`config.mk`:
```
export PLATFORM = sky130hd
export DESIGN_NAME = o2_shifter
export DESIGN_NICKNAME = d
export VERILOG_FILES = /design/src/rtl/o2_pkg.sv /design/src/rtl/o2_ctrl.sv /design/src/rtl/o2_datapath.sv /design/src/rtl/o2_shifter.sv
export SDC_FILE = /design/constraint.sdc
export NUM_CORES = 1
export LEC_CHECK = 0
export ABC_CLOCK_PERIOD_IN_PS = 800
export BUFFER_PORTS_ARGS = -buffer_cell sky130_fd_sc_hd__buf_2
export CORE_ASPECT_RATIO = 1.2
export CORE_UTILIZATION = 50
export CTS_CLUSTER_DIAMETER = 150
export CTS_CLUSTER_SIZE = 10
export DETAILED_ROUTE_END_ITERATION = 8
export MAX_ROUTING_LAYER = met4
export PLACE_DENSITY = 0.67
export SLEW_MARGIN = 20
export SYNTH_ARGS = -nofsm -noshare
export SYNTH_HDL_FRONTEND = slang
export SYNTH_HIERARCHICAL = 1
export SYNTH_SLANG_ARGS = --single-unit
```
`constraint.sdc`:
```
create_clock -name clk -period 0.8 [get_ports clk]
set_input_delay 0.12 -clock clk [delete_from_list [all_inputs] [get_ports clk]]
set_output_delay 0.12 -clock clk [all_outputs]
set_load 0.03 [all_outputs]
```
`src/rtl/o2_pkg.sv`:
```
package o2_pkg;

  localparam int AMT_W = 8;  // register-sourced shift amount width
  localparam int ROT_W = 4;  // immediate rotate field width

  typedef enum logic [1:0] {
    SH_LSL = 2'b00,
    SH_LSR = 2'b01,
    SH_ASR = 2'b10,
    SH_ROR = 2'b11
  } shiftKind_e;

  typedef enum logic [1:0] {
    USE_ALU  = 2'b00,
    USE_TEST = 2'b01,
    USE_ADDR = 2'b10,
    USE_RSVD = 2'b11
  } useKind_e;

  typedef struct packed {
    logic             immMode;
    logic [ROT_W-1:0] rotField;
    shiftKind_e       kind;
    logic [AMT_W-1:0] amount;
    logic             amountZero;
    logic             commit;
  } strobes_t;

endpackage

```
`src/rtl/o2_ctrl.sv`:
```
module o2_ctrl
  import o2_pkg::*;
(
  input  logic [7:0]       fieldHi,   // operand field bits 11:4
  input  logic             immFlag,
  input  logic [AMT_W-1:0] rsByte,
  input  logic             setFlags,
  input  logic [1:0]       useKind,
  output strobes_t         strb
);

  // positions relative to bit 4 of the operand field
  localparam int SRC_BIT  = 0;
  localparam int TYPE_LSB = 1;
  localparam int IAMT_LSB = 3;
  localparam int IAMT_W   = 5;
  localparam int ROT_LSB  = 4;

  logic [AMT_W-1:0] amountSel;

  always_comb begin
    if (fieldHi[SRC_BIT]) amountSel = rsByte;
    else                  amountSel = AMT_W'(fieldHi[IAMT_LSB +: IAMT_W]);
  end

  always_comb begin
    strb.immMode    = immFlag;
    strb.rotField   = fieldHi[ROT_LSB +: ROT_W];
    strb.kind       = shiftKind_e'(fieldHi[TYPE_LSB +: 2]);
    strb.amount     = amountSel;
    strb.amountZero = (amountSel == '0);
    case (useKind_e'(useKind))
      USE_ALU:  strb.commit = setFlags;
      USE_TEST: strb.commit = 1'b1;
      default:  strb.commit = 1'b0;
    endcase
  end

endmodule

```
`src/rtl/o2_datapath.sv`:
```
module o2_datapath
  import o2_pkg::*;
#(
  parameter int DATA_W = 32
) (
  input  logic              clk,
  input  logic              rstN,
  input  strobes_t          strb,
  input  logic [7:0]        immByte,
  input  logic [DATA_W-1:0] rmValue,
  input  logic              carryIn,
  output logic [DATA_W-1:0] operand,
  output logic              carryOut,
  output logic              carryValid
);

  localparam int SH_W  = $clog2(DATA_W);
  localparam int EXT_W = 2 * DATA_W;

  function automatic logic [DATA_W-1:0] rotr(input logic [DATA_W-1:0] v,
                                              input logic [SH_W-1:0] k);
    logic [EXT_W-1:0] d;
    d = {v, v} >> k;
    return d[DATA_W-1:0];
  endfunction

  // immediate path
  logic [DATA_W-1:0] immRes;
  always_comb immRes = rotr(DATA_W'(immByte), SH_W'({strb.rotField, 1'b0}));

  // register path
  logic [SH_W-1:0]          amtLow;
  logic                     inRange;
  logic                     exactW;
  logic [EXT_W-1:0]         lslExt;
  logic [EXT_W-1:0]         lsrExt;
  logic signed [EXT_W-1:0]  asrExt;
  logic [DATA_W-1:0]        rorRes;

  always_comb begin
    amtLow  = strb.amount[SH_W-1:0];
    inRange = (strb.amount < AMT_W'(DATA_W));
    exactW  = (strb.amount == AMT_W'(DATA_W));
    lslExt  = {{DATA_W{1'b0}}, rmValue} << amtLow;
    lsrExt  = {rmValue, {DATA_W{1'b0}}} >> amtLow;
    asrExt  = $signed({rmValue, {DATA_W{1'b0}}}) >>> amtLow;
    rorRes  = rotr(rmValue, amtLow);
  end

  logic [DATA_W-1:0] nextOp;
  logic              nextC;

  always_comb begin
    nextOp = rmValue;
    nextC  = carryIn;
    if (strb.immMode) begin
      nextOp = immRes;
      nextC  = (strb.rotField == '0) ? carryIn : immRes[DATA_W-1];
    end else if (!strb.amountZero) begin
      case (strb.kind)
        SH_LSL: begin
          if (inRange) begin
            nextOp = lslExt[DATA_W-1:0];
            nextC  = lslExt[DATA_W];
          end else begin
            nextOp = '0;
            nextC  = exactW ? rmValue[0] : 1'b0;
          end
        end
        SH_LSR: begin
          if (inRange) begin
            nextOp = lsrExt[EXT_W-1:DATA_W];
            nextC  = lsrExt[DATA_W-1];
          end else begin
            nextOp = '0;
            nextC  = exactW ? rmValue[DATA_W-1] : 1'b0;
          end
        end
        SH_ASR: begin
          if (inRange) begin
            nextOp = asrExt[EXT_W-1:DATA_W];
            nextC  = asrExt[DATA_W-1];
          end else begin
            nextOp = {DATA_W{rmValue[DATA_W-1]}};
            nextC  = rmValue[DATA_W-1];
          end
        end
        default: begin
          nextOp = rorRes;
          nextC  = rorRes[DATA_W-1];
        end
      endcase
    end
  end

  always_ff @(posedge clk or negedge rstN) begin
    if (!rstN) begin
      operand    <= '0;
      carryOut   <= 1'b0;
      carryValid <= 1'b0;
    end else begin
      operand    <= nextOp;
      carryOut   <= nextC;
      carryValid <= strb.commit;
    end
  end

  AST_ZERO_PASSTHRU: assert property (@(posedge clk) disable iff (!rstN)
    (!strb.immMode && strb.amountZero) |=>
      (operand == $past(rmValue) && carryOut == $past(carryIn)));

  AST_LOGICAL_FLUSH: assert property (@(posedge clk) disable iff (!rstN)
    (!strb.immMode && (strb.kind == SH_LSL || strb.kind == SH_LSR) &&
     strb.amount > AMT_W'(DATA_W)) |=> (operand == '0 && !carryOut));

  AST_ASR_SATURATE: assert property (@(posedge clk) disable iff (!rstN)
    (!strb.immMode && strb.kind == SH_ASR && !inRange) |=>
      (operand == {DATA_W{$past(rmValue[DATA_W-1])}}));

  AST_ROR_KEEPS_ONES: assert property (@(posedge clk) disable iff (!rstN)
    (!strb.immMode && strb.kind == SH_ROR) |=>
      ($countones(operand) == $countones($past(rmValue))));

endmodule

```
`src/rtl/o2_shifter.sv`:
```
module o2_shifter
  import o2_pkg::*;
#(
  parameter int DATA_W = 32
) (
  input  logic              clk,
  input  logic              rstN,
  input  logic [11:0]       opField,
  input  logic              immFlag,
  input  logic [DATA_W-1:0] rmValue,
  input  logic [AMT_W-1:0]  rsByte,
  input  logic              carryIn,
  input  logic              setFlags,
  input  logic [1:0]        useKind,
  output logic [DATA_W-1:0] operand,
  output logic              carryOut,
  output logic              carryValid
);

  strobes_t strb;

  o2_ctrl u_ctrl (
    .fieldHi  (opField[11:4]),
    .immFlag  (immFlag),
    .rsByte   (rsByte),
    .setFlags (setFlags),
    .useKind  (useKind),
    .strb     (strb)
  );

  o2_datapath #(.DATA_W(DATA_W)) u_dp (
    .clk        (clk),
    .rstN       (rstN),
    .strb       (strb),
    .immByte    (opField[7:0]),
    .rmValue    (rmValue),
    .carryIn    (carryIn),
    .operand    (operand),
    .carryOut   (carryOut),
    .carryValid (carryValid)
  );

  AST_ADDR_NO_COMMIT: assert property (@(posedge clk) disable iff (!rstN)
    useKind[1] |=> !carryValid);

  AST_TEST_COMMIT: assert property (@(posedge clk) disable iff (!rstN)
    (useKind == 2'b01) |=> carryValid);

endmodule

```
==> impl_metrics.py, run 1 <==
metrics = {
    "outcome": {
        "status": "aborted with a tool error",
        "stop_stage": "global routing",
        "error": "[ERROR GRT-0116] Global routing finished with congestion. Check the congestion regions in the DRC Viewer.",
    },
    "logic_synthesis": {
        "synth_ff_type": "dfrtp_1",
        "synth_cells": 987,
        "synth_cell_types": 83,
        "syn_area_per_cell_um2": 8.27,
        "yosys_warnings": 6,
        "synth_top_area_cell": "mux4_2",
        "synth.ff_latch_count": 34,
        "synth-async-reset-ratio_pct": 100,
        "synth_edf_count": 0,
        "synth_area_leaders": "mux4_2 13%, dfrtp_1 10%, mux2i_1 9.3%",
        "synth_top_area_share_pct": 12.7,
        "synth_area_um2": 8170,
        "yosysSeqAreaShare_pct": 10.4,
        "synth_fp_nets": 1046,
    },
    "die": {
        "start_util_pct": 51.8,
        "die_w_um": 119,
        "core.rowCount": 50,
        "io_pins": 93,
        "die_h_um": 142,
    },
    "cts": {
        "ctsLongestPathBuffers": 2,
        "cts_buffers": 5,
        "cts_htree_levels": 2,
        "cts.sinks": 34,
        "cts-root-buf": "clkbuf_16",
    },
    "global_routing": {
        "grt_first_pass_wirelength_um": 82800,
        "grt-ovfl-total": 2,
        "gr-usage-all-layers_pct": 68.4,
        "grt_pass1_vias": 13126,
        "grt_max_degree": 38,
    },
    "place": {
        "placed_cells": 1578,
        "dp_hpwl_um": 36800,
        "gp_congestion": 1.13,
        "portBuffers": 92,
    },
}
synth_stat cells, types with 18 or more instances:
library cell and count:
clkbuf_1 72, mux2i_1 76, nor3_1 26, a211oi_1 18
mux2_2 57, dfrtp_1 34, nand2_1 86, nand3_1 24
a21oi_1 51, nand2b_1 21, nor2_1 81, mux4_2 46
o21ai_0 59
repair_timing:
| item | CTS |
|---|---|
| endpoints found under the hold margin | 35 |
| cloned | 9 |
| hold buffers | 2 |
| pin swaps | 58 |
| gates resized for setup | 241 |
| setup buffers | 28 |
| endpoints found under the setup margin | 67 |
stage by stage:
stage | worst slack [ps] | instance area [µm²] | setup TNS (ps) | util [%] | hold WS (ps)
detailed placement | -2070 | 11600 | -61500 | 73.9 | 95.3
global placement | -2040 | 11600 | -60720 | 73.9 | 91.6
floorplan | -1750 | 8280 | -50900 | - | -176
CTS | -1620 | 13100 | -52120 | 82.9 | 66.5
cells by family after synthesis:
group / after synthesis / share of synthesized area (%)
AOI/OAI and AO/OA: 307 / 26.4
and+or+nand+nor: 304 / 17.9
muxes: 200 / 36.1
buffers and inverters: 140 / 9.03
DFF: 34 / 10.4
xor gates and xnor gates: 2 / 0.215
metal layers:
layer  overflow  track usage [%]
met2          1             89.7
met1          0             69.8
met3          0             40.7
met4          1             64.4
met5          -                -
==> run 2, diff against run 1 <==
Settings changed: CORE_ASPECT_RATIO 1.2 to default, CORE_UTILIZATION 50 to 35, CTS_CLUSTER_DIAMETER 150 to default, CTS_CLUSTER_SIZE 10 to default, MAX_ROUTING_LAYER met4 to default, PLACE_DENSITY 0.67 to default, PLACE_DENSITY_LB_ADDON from default to 0.15.
==> impl_metrics.py, run 2 <==
metrics = {
    "outcome": {
        "status": "finished with violations",
        "violations": "negative setup slack",
    },
    "cts": {
        "cts-root-buf": "clkbuf_16",
        "ctsLongestPathBuffers": 2,
        "cts.sinks": 34,
        "cts_buffers": 5,
        "cts_htree_levels": 2,
        "tritoncts": "done",
        "clkSlewWorstSetupHoldPaths_ps": 60,
    },
    "die": {
        "start_util_pct": 35.8,
        "core.rowCount": 55,
        "core_area_um2": 22800,
        "die_w_um": 155,
        "die_area_um2": 23900,
        "die_h_um": 155,
        "io_pins": 93,
    },
    "layout": {
        "area_growth_pct": 70.2,
        "final_cell_mix": "404 x buf_4, 80 x nand2_1, 71 x nor2_1",
        "final_common_cell": "buf_4",
        "fill_cells": 2067,
        "largest_reg_flops": 32,
        "drive_above_1_share_pct": 59.8,
        "fin_util_pct": 61.0,
        "n_antenna_cell": 0,
        "reg.largest.list": "u_dp/operand (32), u_dp/carryOut (1), u_dp/carryValid (1)",
        "nets": 1490,
        "largest_register": "u_dp/operand",
    },
    "pwr": {
        "p_int_uw": 9770,
        "p_leak_uw": 0.00601,
        "p_sw_uw": 7470,
        "p_sw_share_pct": 43.3,
        "p_per_area_nw_per_um2": 1240,
        "clkPwrFrac_pct": 15.3,
        "power_frac_comb_pct": 72.9,
        "vdd_drop_max_v": 0.00117,
        "seq_power_share_pct": 11.8,
    },
    "detailed_routing": {
        "drtIter0Drc": 1240,
        "post_drt_via_cell_ratio": 6.27,
        "vias": 10937,
        "drc": 0,
        "wl_um": 49200,
        "drtPass1Iterations": 8,
        "ant_nets": 0,
        "wire_per_inst_um": 28.2,
    },
    "critical_path": {
        "crit_type": "in -> reg",
        "end_kind": "flop",
        "crit_arrival_ps": 2640,
        "start_kind": "input pin",
        "crit_fanout": 6,
        "required_ps": 950,
    },
    "timing": {
        "fin_setup_tns_ps": -55130,
        "finalSetupViolations": 67,
        "whs_ps": 49.4,
        "worst_slack_ps": -1700,
        "worst_slew_pin_slew_ps": 630,
        "max_freq_ghz": 0.400,
        "rsz0062_at_grt": "true",
        "finalHoldViolCount": 0,
        "period_share_pct": 312,
        "drv_slew": 0,
        "relSlewSlack_pct": 58.0,
        "period_minus_slack_ps": 2500,
    },
    "global_routing": {
        "gr-usage-all-layers_pct": 40.2,
        "grt-ovfl-total": 0,
        "grt_max_degree": 35,
        "antenna_found_initial": 0,
        "grt_pass1_vias": 10564,
        "grt_first_pass_wirelength_um": 70100,
    },
    "logic_synthesis": {
        "synth_area_leaders": "mux4_2 13%, dfrtp_1 10%, mux2i_1 9.3%",
        "yosysSeqAreaShare_pct": 10.4,
        "synth_cells": 987,
        "synth_top_area_share_pct": 12.7,
        "syn_area_per_cell_um2": 8.27,
        "synth_common_cells": "86 x nand2_1, 81 x nor2_1, 76 x mux2i_1",
        "synth.ff_latch_count": 34,
        "synth_top_area_cell": "mux4_2",
        "synth_cell_types": 83,
        "synth_most_common_cell": "nand2_1",
        "synth-async-reset-ratio_pct": 100,
        "yosys_warnings": 6,
        "synth_edf_count": 0,
        "synth_ff_type": "dfrtp_1",
        "synth_area_um2": 8170,
        "synth_fp_nets": 1046,
    },
    "place": {
        "gp_congestion": 1.03,
        "portBuffers": 92,
        "dp_hpwl_um": 39100,
    },
    "run": {
        "cap_violations": 0,
    },
    "min_path": {
        "min_path_type": "in -> reg",
    },
}
[run 2: cell counts after synthesis]
Identical to the previous run, type by type.
[run 2: routing by layer]
layer / vias to the layer above / part of all wire (%) / global-route usage [%]
li1: 4766 / - / -
met1: 5317 / 40 / 51.5
met2: 683 / 44 / 64.5
met3: 171 / 9.0 / 7.14
met4: 0 / 6.7 / 21.4
met5: - / 0 / 0
[run 2: power by group through the flow]
stage	registers [µW]	clock network [µW]	logic (µW)
after global routing	2040	2730	13000
after global placement	2000	0	9990
after floorplan	2430	0	4700
after CTS	2030	2690	11300
after detailed placement	2000	0	10000
final	2030	2640	12600
[run 2: final cells by class]
cell class / count / area (µm²) / share of cell area (%)
flip-flops and latches: 34 / 851 / 6.12
well taps: 313 / 392 / 2.82
repair buffers: 565 / 4830 / 34.7
clock inverters: 3 / 68.8 / 0.495
multi-input cells: 813 / 7590 / 54.6
clock buffers: 5 / 125 / 0.900
inverters: 12 / 47.5 / 0.342
[run 2: critical path, cell delays in order]
cell and delay [ps]:
buf_8 100, mux2_4 370, buf_12 160, buf_12 130
mux4_2 350, buf_6 150, a222oi_1 330, buf_4 220
inv_2 30, mux4_2 480, nand3_2 90, o221ai_2 100
[run 2: what timing repair did]
action                                  in CTS  in global routing
pin swaps                                   44                 68
endpoints found under the hold margin       35                  0
cloned                                       3                  2
endpoints found under the setup margin      67                 67
hold buffers                                 2                  0
setup buffers                               29                 21
resized for setup                          231                128
[run 2: kinds of logic (layout without fill, tap and decap cells)]
logic type             Yosys count  after routing  synth area share, %
AO/OA/AOI/OAI                  307            307                 26.4
XOR/XNOR                         2              2                0.215
buffers and inverters          140            585                 9.03
flip-flops                      34             34                 10.4
multiplexers                   200            200                 36.1
AND/OR/NAND/NOR                304            304                 17.9
[run 2: worst paths after layout]
path,end,cells past startpoint,startpoint
worst max-delay path,u_dp/operand[25],12,opField[4]
worst min-delay path,u_dp/carryValid,3,setFlags
max in group asynchronous,u_dp/operand[18],3,rstN
min in group asynchronous,u_dp/operand[11],3,rstN
[run 2: through the flow]
step                instances  total power (µW)  instance area, µm²  setup slack [ps]
global placement         1683             12000               11800             -2190
global route             1745             17700               13900             -1710
floorplan                 987              7130                8280             -1750
finish                   1745             17200               13900             -1700
detailed placement       1683             12000               11800             -2240
CTS                      1723             16100               13100             -1660
Power figures use the tool's default switching activity.
